$ cat src/rtl/srot_pkg.sv
package srot_pkg;

  typedef enum logic [2:0] {
    OP_SHLL  = 3'd0,
    OP_SHLR  = 3'd1,
    OP_SHAL  = 3'd2,
    OP_SHAR  = 3'd3,
    OP_ROTL  = 3'd4,
    OP_ROTR  = 3'd5,
    OP_ROTXL = 3'd6,
    OP_ROTXR = 3'd7
  } srot_op_e;

  // Lane index for a size code; codes past the last lane map to the widest.
  function automatic int unsigned lane_sel(logic [1:0] sz, int unsigned lanes);
    int unsigned s;
    s = int'(sz);
    return (s >= lanes) ? lanes - 1 : s;
  endfunction

  function automatic int unsigned lane_width(logic [1:0] sz, int unsigned data_w,
                                             int unsigned lanes);
    return data_w >> (lanes - 1 - lane_sel(sz, lanes));
  endfunction

  function automatic logic [63:0] lane_mask(logic [1:0] sz, int unsigned data_w,
                                            int unsigned lanes);
    return (64'd1 << lane_width(sz, data_w, lanes)) - 64'd1;
  endfunction

endpackage

$ cat src/rtl/srot_step.sv
module srot_step
  import srot_pkg::*;
#(
  parameter int unsigned DATA_W    = 32,
  parameter int unsigned NUM_LANES = 3
) (
  input  logic [DATA_W-1:0] data_i,
  input  logic [1:0]        size_i,
  input  srot_op_e          op_i,
  input  logic              c_i,
  output logic [DATA_W-1:0] data_o,
  output logic              c_o,
  output logic              v_o
);
  localparam int unsigned SEL_W = (NUM_LANES > 1) ? $clog2(NUM_LANES) : 1;

  logic [NUM_LANES-1:0][DATA_W-1:0] lane_d;
  logic [NUM_LANES-1:0]             lane_c;
  logic [NUM_LANES-1:0]             lane_v;
  logic [SEL_W-1:0]                 sel;

  for (genvar g = 0; g < NUM_LANES; g++) begin : g_lane
    localparam int unsigned LW = DATA_W >> (NUM_LANES - 1 - g);
    logic [LW-1:0] x, r;
    logic          co, vo, top, bot;

    always_comb begin
      x   = data_i[LW-1:0];
      top = x[LW-1];
      bot = x[0];
      r   = x;
      co  = 1'b0;
      vo  = 1'b0;
      unique case (op_i)
        OP_SHLL:  begin r = {x[LW-2:0], 1'b0}; co = top; end
        OP_SHLR:  begin r = {1'b0, x[LW-1:1]}; co = bot; end
        OP_SHAL:  begin r = {x[LW-2:0], 1'b0}; co = top; vo = top ^ x[LW-2]; end
        OP_SHAR:  begin r = {top, x[LW-1:1]};  co = bot; end
        OP_ROTL:  begin r = {x[LW-2:0], top};  co = top; end
        OP_ROTR:  begin r = {bot, x[LW-1:1]};  co = bot; end
        OP_ROTXL: begin r = {x[LW-2:0], c_i};  co = top; end
        OP_ROTXR: begin r = {c_i, x[LW-1:1]};  co = bot; end
        default:  begin r = x; end
      endcase
    end

    assign lane_d[g] = DATA_W'(r);
    assign lane_c[g] = co;
    assign lane_v[g] = vo;
  end

  assign sel    = SEL_W'(lane_sel(size_i, NUM_LANES));
  assign data_o = lane_d[sel];
  assign c_o    = lane_c[sel];
  assign v_o    = lane_v[sel];

endmodule

$ cat src/rtl/srot_wb.sv
module srot_wb
  import srot_pkg::*;
#(
  parameter int unsigned DATA_W    = 32,
  parameter int unsigned NUM_LANES = 3
) (
  input  logic [DATA_W-1:0] orig_i,
  input  logic [DATA_W-1:0] shifted_i,
  input  logic [1:0]        size_i,
  output logic [DATA_W-1:0] wb_o,
  output logic              n_o,
  output logic              z_o
);
  logic [DATA_W-1:0] mask;
  int unsigned       msb_idx;

  always_comb begin
    mask    = DATA_W'(lane_mask(size_i, DATA_W, NUM_LANES));
    msb_idx = lane_width(size_i, DATA_W, NUM_LANES) - 1;
    wb_o    = (orig_i & ~mask) | (shifted_i & mask);
    n_o     = shifted_i[msb_idx];
    z_o     = ~|(shifted_i & mask);
  end

endmodule

$ cat src/rtl/srot_unit.sv
module srot_unit
  import srot_pkg::*;
#(
  parameter int unsigned DATA_W    = 32,
  parameter int unsigned NUM_LANES = 3
) (
  input  logic              clk_i,
  input  logic              rst_ni,
  input  logic              valid_i,
  input  logic [DATA_W-1:0] operand_i,
  input  logic [1:0]        size_i,
  input  logic [2:0]        op_i,
  input  logic              two_i,
  input  logic              carry_i,
  output logic              valid_o,
  output logic [DATA_W-1:0] result_o,
  output logic              flag_n_o,
  output logic              flag_z_o,
  output logic              flag_v_o,
  output logic              flag_c_o
);
  localparam int unsigned N_STEPS = 2;

  srot_op_e                      op;
  logic [N_STEPS:0][DATA_W-1:0]  st_d;
  logic [N_STEPS:0]              st_c;
  logic [N_STEPS-1:0]            st_v;
  logic [DATA_W-1:0]             sh_d, wb_d;
  logic                          sh_c, sh_v, wb_n, wb_z;

  assign op      = srot_op_e'(op_i);
  assign st_d[0] = operand_i;
  assign st_c[0] = carry_i;

  // Each step consumes the previous step's value and carry.
  for (genvar s = 0; s < N_STEPS; s++) begin : g_step
    srot_step #(.DATA_W(DATA_W), .NUM_LANES(NUM_LANES)) i_step (
      .data_i (st_d[s]),
      .size_i (size_i),
      .op_i   (op),
      .c_i    (st_c[s]),
      .data_o (st_d[s+1]),
      .c_o    (st_c[s+1]),
      .v_o    (st_v[s])
    );
  end

  always_comb begin
    sh_d = two_i ? st_d[2] : st_d[1];
    sh_c = two_i ? st_c[2] : st_c[1];
    sh_v = two_i ? |st_v : st_v[0];
  end

  srot_wb #(.DATA_W(DATA_W), .NUM_LANES(NUM_LANES)) i_wb (
    .orig_i    (operand_i),
    .shifted_i (sh_d),
    .size_i    (size_i),
    .wb_o      (wb_d),
    .n_o       (wb_n),
    .z_o       (wb_z)
  );

  always_ff @(posedge clk_i or negedge rst_ni) begin
    if (!rst_ni) begin
      valid_o  <= 1'b0;
      result_o <= '0;
      flag_n_o <= 1'b0;
      flag_z_o <= 1'b0;
      flag_v_o <= 1'b0;
      flag_c_o <= 1'b0;
    end else begin
      valid_o <= valid_i;
      if (valid_i) begin
        result_o <= wb_d;
        flag_n_o <= wb_n;
        flag_z_o <= wb_z;
        flag_v_o <= sh_v;
        flag_c_o <= sh_c;
      end
    end
  end

  // Checks on the registered outputs against the sampled request.
  logic [DATA_W-1:0] act_mask;
  logic              in_msb;
  assign act_mask = DATA_W'(lane_mask(size_i, DATA_W, NUM_LANES));
  assign in_msb   = operand_i[lane_width(size_i, DATA_W, NUM_LANES) - 1];

  AST_VALID_PIPE: assert property (@(posedge clk_i) disable iff (!rst_ni)
    valid_i |=> valid_o);
  AST_IDLE_HOLD: assert property (@(posedge clk_i) disable iff (!rst_ni)
    !valid_i |=> (!valid_o && $stable(result_o) && $stable(flag_c_o)));
  AST_UPPER_KEEP: assert property (@(posedge clk_i) disable iff (!rst_ni)
    valid_i |=> ((result_o ^ $past(operand_i)) & ~$past(act_mask)) == '0);
  AST_ZERO_FLAG: assert property (@(posedge clk_i) disable iff (!rst_ni)
    valid_i |=> (flag_z_o == ((result_o & $past(act_mask)) == '0)));
  AST_NO_OVERFLOW: assert property (@(posedge clk_i) disable iff (!rst_ni)
    (valid_i && op_i != OP_SHAL) |=> !flag_v_o);
  AST_SIGN_KEEP: assert property (@(posedge clk_i) disable iff (!rst_ni)
    (valid_i && op_i == OP_SHAR) |=> (flag_n_o == $past(in_msb)));
  AST_ROT_ONES: assert property (@(posedge clk_i) disable iff (!rst_ni)
    (valid_i && (op_i == OP_ROTL || op_i == OP_ROTR)) |=>
    ($countones(result_o & $past(act_mask)) ==
     $countones($past(operand_i) & $past(act_mask))));
  AST_ROTX_ONES: assert property (@(posedge clk_i) disable iff (!rst_ni)
    (valid_i && (op_i == OP_ROTXL || op_i == OP_ROTXR)) |=>
    ($countones(result_o & $past(act_mask)) + int'(flag_c_o) ==
     $countones($past(operand_i) & $past(act_mask)) + int'($past(carry_i))));

endmodule

$ cat config.mk
export PLATFORM = sky130hd
export DESIGN_NAME = srot_unit
export DESIGN_NICKNAME = d
export VERILOG_FILES = /design/src/rtl/srot_pkg.sv /design/src/rtl/srot_step.sv /design/src/rtl/srot_wb.sv /design/src/rtl/srot_unit.sv
export SDC_FILE = /design/constraint.sdc
export NUM_CORES = 1
export LEC_CHECK = 0
export BUFFER_PORTS_ARGS = -buffer_cell sky130_fd_sc_hd__buf_2
export CAP_MARGIN = 25
export CELL_PAD_IN_SITES_DETAIL_PLACEMENT = 1
export CELL_PAD_IN_SITES_GLOBAL_PLACEMENT = 2
export CORE_ASPECT_RATIO = 1.4
export CORE_MARGIN = 2
export CORE_UTILIZATION = 35
export DETAILED_ROUTE_END_ITERATION = 10
export PLACE_DENSITY = 0.93
export SYNTH_ARGS = -nofsm -noshare
export SYNTH_HDL_FRONTEND = slang
export SYNTH_SLANG_ARGS = --single-unit
$ cat constraint.sdc
create_clock -name clk_i -period 2 [get_ports clk_i]
set_input_delay 0.3 -clock clk_i [delete_from_list [all_inputs] [get_ports clk_i]]
set_output_delay 0.3 -clock clk_i [all_outputs]
set_load 0.01 [all_outputs]
Yosys cells after proc, flatten, opt, wreduce, memory -nomap -nowiden
Index checks and enable logic that the tools add are counted.

Equal/unequal tests: 7. Bitwise operators: 10. Muxes and demuxes: 36. Add/sub/neg operators: 3. Magnitude comparators: 3. Shift-type cells: 2. Reduce and logical (&&, ||, !) cells: 7.

Operator list (number): 32-bit case mux with 7 select lines (2); 16-bit case mux with 7 select lines (2); 32-bit binary-select mux with 2-bit select (2); 8-bit case mux with 7 select lines (2); 32-bit 2-to-1 mux (3); 32-bit AND (2); 32-bit by 1-bit subtractor with 32-bit output, second input constant (2); 32-bit by 6-bit < comparator with 1-bit output, second input constant (1); 32-bit inverter (1); 32-bit OR (1); 32-bit OR reduction (1); 1-bit by 32-bit << shifter with 32-bit output, first input constant (1); 6-bit by 32-bit right shift with 32-bit output, first input constant (1); 2-bit by 32-bit subtractor with 32-bit output, first input constant (1); 1-bit 2-to-1 mux (13); 3-bit == test, second input constant (4); 1-bit case mux with 2 select lines (6); 1-bit binary-select mux with 2-bit select (4); 4-bit OR reduction (2); 3-bit by 2-bit == test with 1-bit output, second input constant (2); 1-bit bitwise XOR (6); 1-bit binary-select mux with 5-bit select (1); 2-bit OR reduction (2); 3-bit by 1-bit == test with 1-bit output, second input constant (1); other kinds (5) (5).

Input port bits: 42. Output and inout bits: 37. Register bits: 37. Word-level logic and storage cells: 74.

Longest topological paths before layout
Gate-level depths: netlist of run 1.

Depth in word-level cells: 12. Gate-level depth with buffers: 9.

Cells and area by module
Synthesis of run 1 repeated with hierarchy kept, for this count alone.

Cells, all modules: 353. Area, all modules: 3664.8 um^2.

By module, submodules not included: srot_unit (area each 1856.8 um^2, instances 1, cells an instance 117); srot_step (area each 681.9 um^2, instances 2, cells an instance 92); srot_wb (area each 444.2 um^2, instances 1, cells an instance 52).

Worst setup path before layout of run 1
Ideal clock, no wire load.

Path type: input-to-reg. From: in op_i[0]. To: reg flag_z_o. Data required time: 1.905 ns. Stages on the path: 8. Setup time: 0.095 ns. Arrival time: 2.012 ns. Path slack: -0.108 ns. Cell sequence: buf_2 -> clkbuf_1 -> mux4_2 -> nor4_1 -> nand3_1 -> o41ai_2 -> nand4b_1 -> o32ai_2.

Cells in the longest elaborated chain, start to end: 12. Elaborated cells on any way between the ends: 30.

Ends and longest elaborated chain: start, declared (RTL line srot_unit.sv:12) `input logic [2:0] op_i,`; 3-bit by 2-bit == test with 1-bit output, or another cell as far along (RTL line srot_step.sv:34) `unique case (op_i)`; 2-bit OR reduction (no line) / 4-bit OR reduction (equally long branches); 8-bit case mux with 7 select lines, or another cell as far along (RTL line srot_step.sv:34); 32-bit binary-select mux with 2-bit select / 1-bit binary-select mux with 2-bit select (equally long branches) (RTL line srot_step.sv:53, srot_step.sv:54); 32-bit 2-to-1 mux (implied by the code) / 1-bit 2-to-1 mux (equally long branches) (RTL line srot_step.sv:53, srot_step.sv:54); 8-bit case mux with 7 select lines, or another cell as far along (RTL line srot_step.sv:34); 32-bit binary-select mux with 2-bit select (RTL line srot_step.sv:53) `assign data_o = lane_d[sel];`; 32-bit 2-to-1 mux (implied by the code) (RTL line srot_step.sv:53); 32-bit 2-to-1 mux (*) (RTL line srot_unit.sv:49) `sh_d = two_i ? st_d[2] : st_d[1];`; 32-bit AND (*) (RTL line srot_wb.sv:22) `z_o = ~|(shifted_i & mask);`; 32-bit OR reduction (*) (RTL line srot_wb.sv:22); 1-bit zero test (*) (RTL line srot_wb.sv:22); end signal, assigned (RTL line srot_unit.sv:76) `flag_z_o <= wb_z;`; end, declared (RTL line srot_unit.sv:18) `output logic flag_z_o,`.

Every way passes the cells marked *; elsewhere a longest branch is shown, timed or not. The select of a mux whose other input is x is not followed. A chain may end at the register's enable or synchronous reset.

Worst setup path after layout of run 1
From: in two_i. To: reg flag_z_o.

Cells in the longest elaborated chain, start to end: 4.

Ends and longest elaborated chain: start, declared (RTL line srot_unit.sv:13) `input logic two_i,`; 32-bit 2-to-1 mux (RTL line srot_unit.sv:49); 32-bit AND (RTL line srot_wb.sv:22); 32-bit OR reduction (RTL line srot_wb.sv:22); 1-bit zero test (RTL line srot_wb.sv:22).

Every way passes these cells.

==> results of run 1 <==
-- where the power goes --
part	leakage (nW)	internal, mW	switching (mW)
clock	0.0799	0.528	0.320
sequential	0.434	0.851	0.0509
combinational	1.46	0.473	0.510
-- logic make-up (layout without fill, tap and decap cells) --
group | after synthesis | in the layout | synth area share, %
and+or+nand+nor | 127 | 127 | 17.54
AOI/OAI and AO/OA | 64 | 64 | 14.60
muxes | 59 | 59 | 30.40
buffers and inverters | 42 | 174 | 6.210
DFF | 37 | 37 | 29.84
xor gates and xnor gates | 5 | 5 | 1.411
-- stage by stage --
stage / cells / hold slack, ps / setup TNS, ps
finish: 571 / 410.6 / -62.56
global route: 571 / 432.6 / -102.1
CTS: 569 / 399.8 / -95.44
detailed placement: 556 / 277.3 / -907.5
global placement: 556 / 267.7 / -629.4
floorplan: 334 / 4.409 / -59.75
-- synth_stat cells (all sizes together) (6+ instances only) --
cell type  instances  area, µm²
a21oi              9      45.04
a31oi              6      37.54
buf               14      87.58
clkbuf            17      63.81
dfrtp             37      925.9
inv               11      41.29
mux2              30      337.8
mux4              24      555.5
nand2             41      153.9
nand3              6      30.03
nor2              57      214.0
nor2b              6      37.54
o21ai             13      65.06
-- area by class of cell --
type	instances	area (µm²)	share of cell area, %
inverter	11	41.29	0.9447
clock inverter	1	5.005	0.1145
tap	105	131.4	3.006
sequential	37	925.9	21.19
timing repair buffer	155	1075	24.59
multi-input combinational	255	2039	46.66
clock buffer	7	152.6	3.493
-- flip-flops by register name, indices dropped and copies added, names as in the netlist --
register and cells:
flag_n_o 1, result_o 32, valid_o 1, flag_z_o 1, flag_c_o 1, flag_v_o 1
-- path summary, 6_finish.rpt --
| path | startpoint | endpoint | slack, ps | depth (start not counted) |
|---|---|---|---|---|
| max in group asynchronous | rst_ni | result_o[12]$_DFFE_PN0P_ | 1020 | 3 |
| worst min register to register | result_o[11]$_DFFE_PN0P_ | result_o[11]$_DFFE_PN0P_ | 500 | 1 |
| worst max register to register | flag_v_o$_DFFE_PN0P_ | flag_v_o$_DFFE_PN0P_ | 1110 | 3 |
| min in group asynchronous | rst_ni | result_o[30]$_DFFE_PN0P_ | 500 | 2 |
| worst min-delay path | valid_i | flag_z_o$_DFFE_PN0P_ | 410 | 2 |
| worst max-delay path | two_i | flag_z_o$_DFFE_PN0P_ | -60 | 8 |
-- critical path, cell delays in order --
cell and delay (ps):
buf_12 90, buf_6 90, mux4_2 550, nor4_4 350, nand3_2 160, o41ai_4 330
nand4b_1 150, o32ai_2 220
-- repair_timing --
| item | 4_1_cts | 5_1_grt |
|---|---|---|
| cloned | 1 | 1 |
| pin swaps | 6 | 5 |
| buffers inserted | 3 | 1 |
| endpoints found under the setup margin | 1 | 1 |
| resized for setup | 12 | 8 |
| hold endpoints to repair | 16 | 0 |
| hold buffers | 1 | 0 |
-- routing by layer --
metal	vias up	wire [µm]	share of wire [%]	track usage (%)
li1	1488	-	-	-
met2	164	6208	52	43.68
met5	-	0	0	0
met4	0	584	4.8	12.80
met3	50	731	6.1	3.775
met1	1696	4529	38	28.97
==> results_dict.tcl, run 1 <==
set metrics [dict create \
    outcome "finished with violations" \
    violations "negative setup slack" \
    placed_area_um2 4036 \
    portBuffers 78 \
    dpl.hpwl_um 8374 \
    worstHoldPathType "input port to register" \
    htreeDepth 2 \
    pin_count 79 \
    avgViaCountPerCell 5.951 \
    grt_usage_pct 24.65 \
    wl_per_cell_um 21.11 \
    grt_pass1_vias 3616 \
    syn_area_um2 3103 \
    async_reset_ff_share_pct 100.0 \
    initial_core_util_pct 36.05 \
    syn_avg_cell_area_um2 9.290 \
    crit_required_ps 2190 \
    finalHoldViolCount 0 \
    die_area_um2 9645 \
    vdd_drop_max_v 0.0004075 \
    cts_root_buffer "clkbuf_16" \
    seq_area_frac_synth_pct 29.84 \
    slew_viol_final 0 \
    drtIter0Drc 273 \
    min_period_ps 2063 \
    synth_warnings 0 \
    antenna_found_initial 0 \
    dr.pass1.iters 5 \
    clkTransAtPathRegs_ps 60 \
    rows 40 \
    ys_seq_elements 37 \
    cp_max_fo 5 \
    postSynthCellCount 334 \
    fmax_ghz 0.4848 \
    worst_setup_path_end_kind "register" \
    yosys.cell_types.count 52 \
    skew_ps 0 \
    ys.flop_type "dfrtp_1" \
    clk_latency_ps 290 \
    p_per_area_nw_per_um2 625.1 \
    die_w_um 83.58 \
    p_leak_nw 1.977 \
    place_congestion 0.9298 \
    stdcell_area_um2 4370 \
    path_class "input port to register" \
    max_cap_viol_count 0 \
    utilization_pct 50.77 \
    antenna_cells 0 \
    cp-start-kind "input port" \
    worstPathArrival_ps 2260 \
    cts_tree "done" \
    die_h_um 115.4 \
    drive_above_1_share_pct 47.42 \
    synth_edf_count 0 \
    final_common_cell "buf_2" \
    final-setup-viol-count 1 \
    grt_max_degree 33 \
    synth_nets 376 \
    fill_cells 1027 \
    area_growth_pct 40.85 \
    grt_setup_unrepaired "yes" \
    p_total_mw 2.732 \
    grt_overflow 0 \
    cts.path.max_buffers 2 \
    grt_pass1_wl_um 18840 \
    route.detailed.drc 0 \
    core_um2 8608 \
    setup_slack_ps -62.56 \
    vias 3398 \
    cts.sinks 37 \
    cts-buffers-inserted 5 \
    dp_slack_ps -547.0 \
    worst_slew_pin_slew_ps 812.7 \
    wirelength_um 12050 \
    ant_nets 0 \
    nNetsFinal 507 \
    layout_common_cells "buf_2 (76), buf_4 (68), nor2_1 (57)" \
    finalCritPeriodShare_pct 103.1 \
    maxSlewHeadroom_pct 45.49 \
]
No activity file was read; power rests on OpenSTA's default activity.
==> inputs of run 2 (changes only) <==
- CORE_UTILIZATION: 35 -> 38
- SYNTH_HIERARCHICAL: not set -> 1
==> run 2 against run 1 <==
The flow still finishes with violations (negative setup slack); wire length grew 20%; largest cell class unchanged; critical path type unchanged; highest routed layer unchanged; flip-flop and latch count stayed put; sequential share of layout area fell by 4.5 points.
==> results_dict.tcl, run 2 <==
set metrics [dict create \
    setup_slack_ps -834.0 \
    dpl.hpwl_um 8538 \
    postSynthCellCount 353 \
    dp_slack_ps -1188 \
    multi_input_area_um2 2912 \
    yosys-top-cells-area "dfrtp_1 (25%), mux2_2 (19%), mux2i_1 (14%)" \
    die_w_um 87.00 \
    ys_seq_elements 37 \
    clk_latency_ps 280 \
    largest_register_ffs 32 \
    clkTransAtPathRegs_ps 60 \
    grt_usage_pct 25.49 \
    worstHoldPathType "input port to async pin" \
    rows 42 \
    grt_pass1_vias 3773 \
    synth_nets 395 \
    yosysTopAreaCell "dfrtp_1" \
    synth_warnings 6 \
    syn_area_um2 3665 \
    slowest_stage "nor4_2" \
    grt_setup_unrepaired "yes" \
    final-setup-viol-count 31 \
    synth.top_cell.area_share_pct 25.26 \
    drive_above_1_share_pct 65.66 \
    p_comb_share_pct 43.4 \
    cts-buffers-inserted 5 \
    stdcell_area_um2 5540 \
    cts.sinks 37 \
    pin_count 79 \
    p_int_mw 2.239 \
    cp-start-kind "input port" \
    power_frac_clock_pct 28.7 \
    slew_viol_final 0 \
    cts_root_buffer "clkbuf_16" \
    htreeDepth 2 \
    wl_per_cell_um 23.78 \
    yosys-top-cells-count "mux2_2 (61), mux2i_1 (50), nor2_1 (49)" \
    avgViaCountPerCell 5.842 \
    wirelength_um 14460 \
    min_period_ps 2834 \
    worst_slew_pin_slew_ps 858.3 \
    yosysMostFrequentCell "mux2_2" \
    initial_core_util_pct 38.96 \
    crit_top_cell "mux2_4" \
    final_common_cell "buf_2" \
    slowest_delay_ps 390 \
    p_per_area_nw_per_um2 591.6 \
    portBuffers 78 \
    seq_area_frac_synth_pct 25.26 \
    grtUsageMet1_pct 27.65 \
    vias 3552 \
    worstPathArrival_ps 3050 \
    synth_edf_count 0 \
    ant_nets 0 \
    core_um2 9407 \
    layout_common_cells "buf_2 (75), buf_4 (64), mux2_2 (49)" \
    vdd_drop_max_v 0.0005332 \
    grt_max_degree 38 \
    grt_overflow 0 \
    total_switching_power_mw 1.039 \
    crit_required_ps 2220 \
    outcome "finished with violations" \
    die_area_um2 10460 \
    violations "negative setup slack" \
    drtIter0Drc 173 \
    die_h_um 120.2 \
    grt_busiest_layer "met2" \
    crit_chain "buf_8 > mux2_4 > a311o_1 > a32o_2 > buf_4 > buf_6 > mux2i_1 > nor2_1 > mux2_4 > nor4_2 > nand2_2 > a21oi_2 > o2111a_1 > mux2_2" \
    use_met2_pct 47.52 \
    cts.path.max_buffers 2 \
    power_switching_share_pct 31.71 \
    pwr-share-seq_pct 27.9 \
    ys.flop_type "dfrtp_1" \
    cts_tree "done" \
    nNetsFinal 539 \
    dpl.cell_count 570 \
    finalCritPeriodShare_pct 141.7 \
    p_leak_nw 2.676 \
    area_growth_pct 51.18 \
    antenna_cells 0 \
    skew_ps 0 \
    fin_cells 608 \
    grt_use_met3_pct 3.140 \
    fmax_ghz 0.3529 \
    grt_pass1_wl_um 20520 \
    max_cap_viol_count 0 \
    antenna_found_initial 0 \
    largest_register "result_o" \
    finalHoldViolCount 0 \
    yosys.cell_types.count 38 \
    dr.pass1.iters 4 \
    maxSlewHeadroom_pct 42.78 \
    cp_max_fo 5 \
    ctsHoldBuffers 0 \
    fill_cells 1005 \
    seqCellArea_um2 925.9 \
    route.detailed.drc 0 \
    place_congestion 0.8281 \
    async_reset_ff_share_pct 100.0 \
    placed_area_um2 4543 \
    path_class "input port to register" \
    syn_avg_cell_area_um2 10.38 \
    worst_setup_path_end_kind "register" \
]
run 2: cell types whose count changed after synthesis, sizes merged, moves of 5 or more:
cell	before	now
nand2	41	6
buf	14	20
clkbuf	17	12
a221oi	5	0
mux2	30	103
inv	11	3
o21ai	13	2
mux4	24	0
xnor2	1	6
mux2i	5	50
nor2	57	50
nor3	5	0
run 2: through the flow:
stage          utilization, %  power (mW)  hold WS [ps]  setup TNS, ps
2_1_floorplan               -       1.596         4.409          -4058
3_3_place_gp            48.30       1.979         445.8         -18360
3_5_place_dp            48.30       2.013         452.2         -21010
4_1_cts                 55.28       3.117         150.9          -6566
5_1_grt                 58.90       3.406         188.0         -11940
6_report                58.90       3.278         125.5         -10550
run 2: layout make-up:
type,count,share of cell area (%)
clock inverter,2,0.6775
tap,110,2.484
clock buffer,6,2.507
inverter,3,0.2033
sequential,37,16.71
multi-input combinational,281,52.55
timing repair buffer,169,24.86
run 2: repair_timing:
item,CTS,global route
gates resized for setup,59,64
buffers inserted,21,10
setup endpoints to repair,34,32
cloned,4,0
pin swaps,17,18
run 2: worst max-delay path: cells and delay by family:
family	cells	cell delay, ps
multiplexers	4	890
buffers and inverters	3	370
AO/OA/AOI/OAI	4	880
AND/OR/NAND/NOR	3	610
run 2: power groups by stage:
stage | sequential (mW) | clock, mW | combinational, mW
3_3_place_gp | 0.922 | 0 | 1.06
5_1_grt | 0.927 | 0.986 | 1.49
6_report | 0.915 | 0.941 | 1.42
2_1_floorplan | 0.971 | 0 | 0.626
4_1_cts | 0.915 | 0.952 | 1.25
3_5_place_dp | 0.925 | 0 | 1.09
run 2: routing by layer:
layer,vias up,wire length (µm),share of wire (%)
met5,-,0,0
met4,0,863,6.0
met3,49,486,3.4
met2,112,7719,53
met1,1804,5391,37
li1,1587,-,-
run 2: worst paths after layout:
kind                                          start  cells after the start  slack, ps                       end
min in group clk_i                          valid_i                      1        380         valid_o$_DFF_PN0_
setup / recovery                            op_i[1]                     14       -830      flag_z_o$_DFFE_PN0P_
setup reg to reg           result_o[15]$_DFFE_PN0P_                      1       1200  result_o[15]$_DFFE_PN0P_
hold / removal                               rst_ni                      1        130  result_o[24]$_DFFE_PN0P_
hold reg to reg             result_o[1]$_DFFE_PN0P_                      1        500   result_o[1]$_DFFE_PN0P_
max in group asynchronous                    rst_ni                      1       1330  result_o[10]$_DFFE_PN0P_
run 2: cells by family after synthesis:
logic type             after synthesis  synth area share (%)
AO/OA/AOI/OAI                       32                 7.033
multiplexers                       153                 47.46
buffers and inverters               35                 5.940
flip-flops                          37                 25.26
XOR/XNOR                             6                 1.434
AND/OR/NAND/NOR                     90                 12.87
